===== config.mk =====
export PLATFORM = sky130hd
export DESIGN_NAME = vidScanAddrGen
export DESIGN_NICKNAME = d
export VERILOG_FILES = /design/src/rtl/vidScanPkg.sv /design/src/rtl/vidScanDatapath.sv /design/src/rtl/vidScanControl.sv /design/src/rtl/vidScanAddrGen.sv
export SDC_FILE = /design/constraint.sdc
export NUM_CORES = 1
export LEC_CHECK = 0
export BUFFER_PORTS_ARGS = -buffer_cell sky130_fd_sc_hd__buf_2
export CAP_MARGIN = 20
export CORE_MARGIN = 2
export CORE_UTILIZATION = 30
export CTS_BUF_LIST = sky130_fd_sc_hd__clkbuf_8
export DETAILED_ROUTE_END_ITERATION = 8
export PLACE_DENSITY = 0.63
export SKIP_CTS_REPAIR_TIMING = 1
export SYNTH_ARGS = -nofsm -noshare
export SYNTH_HDL_FRONTEND = slang
export SYNTH_HIERARCHICAL = 1
export SYNTH_SLANG_ARGS = --single-unit
export TNS_END_PERCENT = 5

===== constraint.sdc =====
create_clock -name clk -period 3.9 [get_ports clk]
set_clock_uncertainty 0.2 [all_clocks]
set_input_delay 0.195 -clock clk [delete_from_list [all_inputs] [get_ports clk]]
set_output_delay 0.195 -clock clk [all_outputs]
set_load 0.1 [all_outputs]

===== src/rtl/vidScanPkg.sv =====
package vidScanPkg;
  typedef struct packed {
    logic load;     // take the frame initial address
    logic advance;  // step by one burst
    logic wrap;     // return to buffer start
  } scanStrobes_t;
endpackage


===== src/rtl/vidScanDatapath.sv =====
module vidScanDatapath #(
  parameter int ADDR_W     = 16,
  parameter int BURST_W    = 8,
  parameter int DRAM_BURST = 16
) (
  input  logic                       clk,
  input  logic                       rstN,
  input  vidScanPkg::scanStrobes_t   strobes,
  input  logic                       cfgVramMode,
  input  logic [BURST_W-1:0]         cfgHalfSam,
  input  logic [ADDR_W-1:0]          cfgStart,
  input  logic [ADDR_W-1:0]          cfgEnd,
  input  logic [ADDR_W-1:0]          cfgInit,
  output logic [ADDR_W-1:0]          curAddr,
  output logic                       atEnd
);
  localparam logic [ADDR_W-1:0] DRAM_STEP = ADDR_W'(DRAM_BURST);

  logic [ADDR_W-1:0] burstBytes;

  always_comb begin
    burstBytes = cfgVramMode ? ADDR_W'(cfgHalfSam) : DRAM_STEP;
    atEnd      = (curAddr >= cfgEnd);
  end

  always_ff @(posedge clk) begin
    if (!rstN)               curAddr <= '0;
    else if (strobes.load)   curAddr <= cfgInit;
    else if (strobes.wrap)   curAddr <= cfgStart;
    else if (strobes.advance) curAddr <= curAddr + burstBytes;
  end

  AST_LOAD_NEXT: assert property (@(posedge clk) disable iff (!rstN)
    strobes.load |=> curAddr == $past(cfgInit));
endmodule


===== src/rtl/vidScanControl.sv =====
module vidScanControl (
  input  logic                     clk,
  input  logic                     rstN,
  input  logic                     cfgEnable,
  input  logic                     frameStart,
  input  logic                     reqReady,
  input  logic                     atEnd,
  output vidScanPkg::scanStrobes_t strobes,
  output logic                     reqValid
);
  logic running;
  logic fire;

  always_ff @(posedge clk) begin
    if (!rstN)           running <= 1'b0;
    else if (!cfgEnable) running <= 1'b0;
    else if (frameStart) running <= 1'b1;
  end

  always_comb begin
    reqValid        = running && cfgEnable;
    fire            = reqValid && reqReady;
    strobes.load    = frameStart && cfgEnable;
    strobes.wrap    = fire && !strobes.load && atEnd;
    strobes.advance = fire && !strobes.load && !atEnd;
  end

  AST_START_ONLY_ON_FRAME: assert property (@(posedge clk) disable iff (!rstN)
    $rose(reqValid) |-> $past(frameStart));
  AST_IDLE_WHEN_OFF: assert property (@(posedge clk) disable iff (!rstN)
    (!cfgEnable && !running) |=> !running);
endmodule


===== src/rtl/vidScanAddrGen.sv =====
module vidScanAddrGen #(
  parameter int ADDR_W     = 16,
  parameter int BURST_W    = 8,
  parameter int DRAM_BURST = 16
) (
  input  logic               clk,
  input  logic               rstN,
  input  logic               cfgEnable,
  input  logic               cfgVramMode,
  input  logic [BURST_W-1:0] cfgHalfSam,
  input  logic [ADDR_W-1:0]  cfgStart,
  input  logic [ADDR_W-1:0]  cfgEnd,
  input  logic [ADDR_W-1:0]  cfgInit,
  input  logic               frameStart,
  output logic [ADDR_W-1:0]  reqAddr,
  output logic               reqValid,
  input  logic               reqReady
);
  vidScanPkg::scanStrobes_t strobes;
  logic atEnd;

  vidScanControl ctrl_i (
    .clk(clk), .rstN(rstN), .cfgEnable(cfgEnable), .frameStart(frameStart),
    .reqReady(reqReady), .atEnd(atEnd), .strobes(strobes), .reqValid(reqValid)
  );

  vidScanDatapath #(.ADDR_W(ADDR_W), .BURST_W(BURST_W), .DRAM_BURST(DRAM_BURST)) dp_i (
    .clk(clk), .rstN(rstN), .strobes(strobes), .cfgVramMode(cfgVramMode),
    .cfgHalfSam(cfgHalfSam), .cfgStart(cfgStart), .cfgEnd(cfgEnd),
    .cfgInit(cfgInit), .curAddr(reqAddr), .atEnd(atEnd)
  );

  AST_HOLD_ON_STALL: assert property (@(posedge clk) disable iff (!rstN)
    (reqValid && !reqReady && !frameStart && cfgEnable) |=> ($stable(reqAddr) && reqValid));
  AST_STEP_BURST: assert property (@(posedge clk) disable iff (!rstN)
    (reqValid && reqReady && !frameStart && reqAddr < cfgEnd) |=>
      reqAddr == $past(reqAddr) + ($past(cfgVramMode) ? ADDR_W'($past(cfgHalfSam)) : ADDR_W'(DRAM_BURST)));
  AST_WRAP_TO_START: assert property (@(posedge clk) disable iff (!rstN)
    (reqValid && reqReady && !frameStart && reqAddr >= cfgEnd) |=> reqAddr == $past(cfgStart));
  AST_RELOAD_WINS: assert property (@(posedge clk) disable iff (!rstN)
    (frameStart && cfgEnable && reqValid && reqReady) |=> reqAddr == $past(cfgInit));
endmodule


* After elaboration in Yosys (flattened, before gate mapping) *
Cells that the tools add are included.

word-level totals
  register bits after elaboration = 17
  latch bits = 0
  bits in writable memories = 0
  memory bits (read-only) = 0
  input bits = 62
  output and inout bits = 17
  word-level logic and storage cells = 18
  memories = 0

cells by class
  $add $sub $neg = 1
  multiply operators = 0
  divide/modulo/power cells = 0
  $lt $le $gt $ge = 1
  equal/unequal tests = 0
  shift operators = 0
  muxes and demuxes = 4
  bitwise logic cells = 0
  reductions and logical operators = 10

operator list
  kind               number
  $mux 16            3
  $add 16x16->16     1
  $ge 16x16->1       1
  $mux 8             1
  $logic_and 1x1->1  6
  $reduce_bool 3->1  1
  $logic_not 1->1    2
  $reduce_and 2->1   1

* Logic depth before layout (Yosys ltp) *
  depth in word-level cells = 7
  gate-level depth with buffers = 14
  gate-level depth less buffers = 13

* By module *
The synthesis kept the hierarchy.

modules (own cells, without submodules)
  module           times used  cells each  area each (um^2)  sequential area each (um^2)
  vidScanDatapath  1           250         1974.4            320.3
  vidScanControl   1           7           67.6              20.0

* Least setup slack after synthesis *
OpenSTA, ideal clock, no wires.

  kind = reg2reg
  from = register dp_i.curAddr[9]
  to = register dp_i.curAddr[11]
  library setup time = 62 ps
  arrival time = 3331 ps
  path slack = 307 ps
  cell stages (with the launch flop) = 14
  buffers on the path = 1
  cell sequence = dfxtp_1 -> ha_1 -> a211oi_1 -> nor2_1 -> nor3_1 -> o21ai_0 -> a221o_1 -> and3b_1 -> clkbuf_1 -> nor3_1 -> o31ai_1 -> nand2_1 -> a21oi_1 -> o31a_1

RTL lines
  what                    line                   source
  start, declared         vidScanDatapath.sv:14  output logic [ADDR_W-1:0] curAddr,
  start signal, assigned  vidScanDatapath.sv:28  else if (strobes.load) curAddr <= cfgInit;
  start signal, assigned  vidScanDatapath.sv:29  else if (strobes.wrap) curAddr <= cfgStart;
  start signal, assigned  vidScanDatapath.sv:30  else if (strobes.advance) curAddr <= curAddr + burstBytes;

==> key figures <==
Run status
  – Run status: complete, but fails checks
  – Failing checks: hold timing

Global routing
  – Pin count of the biggest net entering global routing: 34
  – Vias in the first global route: 2045
  – Initial antenna violation count: 0
  – First-pass GRT wire length: 10.07 mm
  – GRT overflow: 0
  – Overall Global Routing Usage: 17.05%

Timing
  – Final Cycle Share: 86.77%
  – Final Max Slew Viols: 0
  – Setup WS post-layout: 0.5160 ns
  – Final setup TNS: 0 ns
  – Slew margin rel.: between 50% and 60%
  – Max Freq: 295.5 MHz
  – Final setup viols: 0
  – RSZ-0062 raised after global routing: false
  – Tightest Pin Transition: 0.7159 ns
  – Hold slack: -0.02018 ns
  – Post-route minimum period: 3.384 ns
  – Final hold vios: 1

Worst setup path
  – Setup slack, reg-to-reg: 0.52 ns
  – Critical Path RT: between 3 and 4 ns
  – Worst R2R Path Depth: 12
  – Crit Path Category: register to register
  – CP Capture Type: register
  – Critical path peak fanout: 19
  – RR Startpoint: dp_i/curAddr[9]$_SDFFE_PN0P_
  – FF-to-FF End: dp_i/curAddr[10]$_SDFFE_PN0P_
  – Startpoint Class: register
  – Critical path arrival: about 3.4 ns

Pwr
  – Peak supply drop: 0.1483 mV
  – Internal power: 340.0 uW
  – Sw frac: 42.67%
  – Clock power share: 23.4%
  – Pwr/cell area: 234.8 nW/um2
  – Combinational Power Share: approximately 43%
  – Psw: approximately 250 uW
  – Leak: 1.235 nW
  – Share of power burned in registers: 33.7%

Routing
  – DRT Pass-1 Iters: 4
  – Wire per inst: 15.21 um
  – Avg Vias per Cell: roughly 5.2
  – Post-route ant nets: 0
  – Vias: 2147
  – Residual DRC count: 0
  – Drt initial violations: 74
  – Drt total wl: 6.299 mm

Hold path
  – Hold Path Origin: frameStart
  – Hold EP: ctrl_i/running$_SDFFE_PN0P_
  – Hold Path Depth: 2
  – Worst hold path type: input port to register

Synthesis
  – Async SR Flop Fraction: 0%
  – Distinct cell type count after synthesis: 58
  – Post-Syn Instances: 257
  – Top post-synthesis cells by count: nand2_1, inv_1, ha_1, dfxtp_1, a21oi_1
  – Area leader, netlist: dfxtp_1
  – Synth Warn #: 6
  – Post-synthesis net count: 344
  – Most numerous cell in the Yosys netlist: nand2_1
  – Share of the synthesized area in the top cell type: 16.67%
  – Mapped Area: about 2000 um2
  – Sequential share of the synthesized area: 16.67%
  – Top post-synthesis cells by area: dfxtp_1, ha_1, nand2_1
  – Mean area per synthesized cell: 7.945 um2
  – EDFF count, synth: 0
  – Ys flop type: dfxtp_1
  – Seq cells post-synth: 17

CTS
  – CTS Buf Count: 3
  – H-tree levels: 1
  – Maximum clock insertion buffer count: 2
  – Clock-pin slew on the worst setup and hold paths: 0.07 ns
  – CTS tree: done
  – Root Buffer: clkbuf_8
  – Clock Latency Late Sink: 0.26 ns
  – Clk sinks: 17

Floorplanning
  – Initial Util: 30.56%
  – IO Count: 79
  – FP Rows: 30
  – Floorplan die height: 86.50 um
  – DIE AREA: 7482 um2
  – Chip Width: 86.50 um
  – Core Footprint: 6681 um2

Final layout
  – Antenna diodes: 0
  – Layout cells sized above 1: 29.64%
  – Area Overhead vs Synth: 23.71%
  – Nets: 422

Placed design
  – Placement Setup Slack: 0.5582 ns
  – Dpl hpwl: 5.231 mm
  – Final GP Congestion: roughly 0.84
  – I/O Buffers: 78

Job
  – Max-cap violations: 0
worst max-delay path: stages (launching register included):
cell	delay (ns)
dfxtp_1	0.44
ha_1	0.29
a211oi_1	0.24
nor2_1	0.08
nor3_1	0.13
o21ai_0	0.11
a221o_1	0.37
and3_1	0.38
nor2b_1	0.49
a21oi_1	0.10
nor4b_1	0.30
mux2i_1	0.12
o21ai_1	0.08
sequential cells by signal, summed over array words and instances, names as in the netlist:
register	flops
dp_i/curAddr	16
ctrl_i/running	1
metrics by stage:
stage               instance area [um2]  hold WS (ns)  instances  total power [mW]  utilization (%)
floorplan                          2042        0.1284        257            0.3848                -
global placement                   2481        0.2441        410            0.4550            37.13
detailed placement                 2481        0.2525        410            0.4584            37.13
CTS                                2526      -0.01726        414            0.5975            37.81
global route                       2526       0.01251        414            0.6231            37.81
finish                             2526      -0.02018        414            0.5930            37.81
layout make-up:
type | count | area (um2)
Clock inverter | 1 | 3.754
Clock buffer | 3 | 41.29
Sequential cell | 17 | 340.3
Timing Repair Buffer | 82 | 420.4
Tap cell | 80 | 100.1
Fill cell | 742 | 4155
Multi-Input combinational cell | 203 | 1515
Inverter | 28 | 105.1
kinds of logic (layout without fill, tap and decap cells):
family	Yosys count	count (layout)	synth area share [%]
and+or+nand+nor	86	86	21.32
DFF	17	17	16.67
xor gates and xnor gates	6	6	2.574
AOI/OAI and AO/OA	79	79	31.19
muxes	7	7	3.432
adders and majority gates	25	25	15.69
buffers and inverters	37	114	9.129
worst max path at each step:
stage | to | from
floorplan | dp_i/curAddr[11]$_SDFFE_PN0P_ | dp_i/curAddr[9]$_SDFFE_PN0P_
global placement | dp_i/curAddr[2]$_SDFFE_PN0P_ | dp_i/curAddr[9]$_SDFFE_PN0P_
detailed placement | dp_i/curAddr[10]$_SDFFE_PN0P_ | dp_i/curAddr[9]$_SDFFE_PN0P_
CTS | dp_i/curAddr[10]$_SDFFE_PN0P_ | dp_i/curAddr[9]$_SDFFE_PN0P_
global route | dp_i/curAddr[10]$_SDFFE_PN0P_ | dp_i/curAddr[9]$_SDFFE_PN0P_
finish | dp_i/curAddr[10]$_SDFFE_PN0P_ | dp_i/curAddr[9]$_SDFFE_PN0P_
power by group through the flow:
stage	clock [mW]	sequential, mW	combinational (mW)
6_report	0.139	0.200	0.254
5_1_grt	0.144	0.202	0.277
4_1_cts	0.142	0.200	0.255
3_5_place_dp	0	0.204	0.254
3_3_place_gp	0	0.204	0.251
2_1_floorplan	0	0.271	0.113
metal layers:
| metal | share of wire (%) | global-route usage, % |
|---|---|---|
| met1 | 45 | 23.09 |
| met5 | 0 | 0 |
| met4 | 1.3 | 3.409 |
| met2 | 48 | 29.23 |
| met3 | 5.6 | 2.000 |
cells in the final DEF (no fill, tap or decap), drive strengths merged, types with 6 or more instances in the layout:
cell	netlist	routed
a211oi	9	9
a21o	6	6
a21oi	13	13
and2	10	10
buf	1	82
dfxtp	17	17
ha	24	24
inv	27	28
mux2i	7	7
nand2	29	29
nand3	7	7
nor2	11	11
nor3	12	12
o21ai	13	13
(Power assumes the default switching activity.)
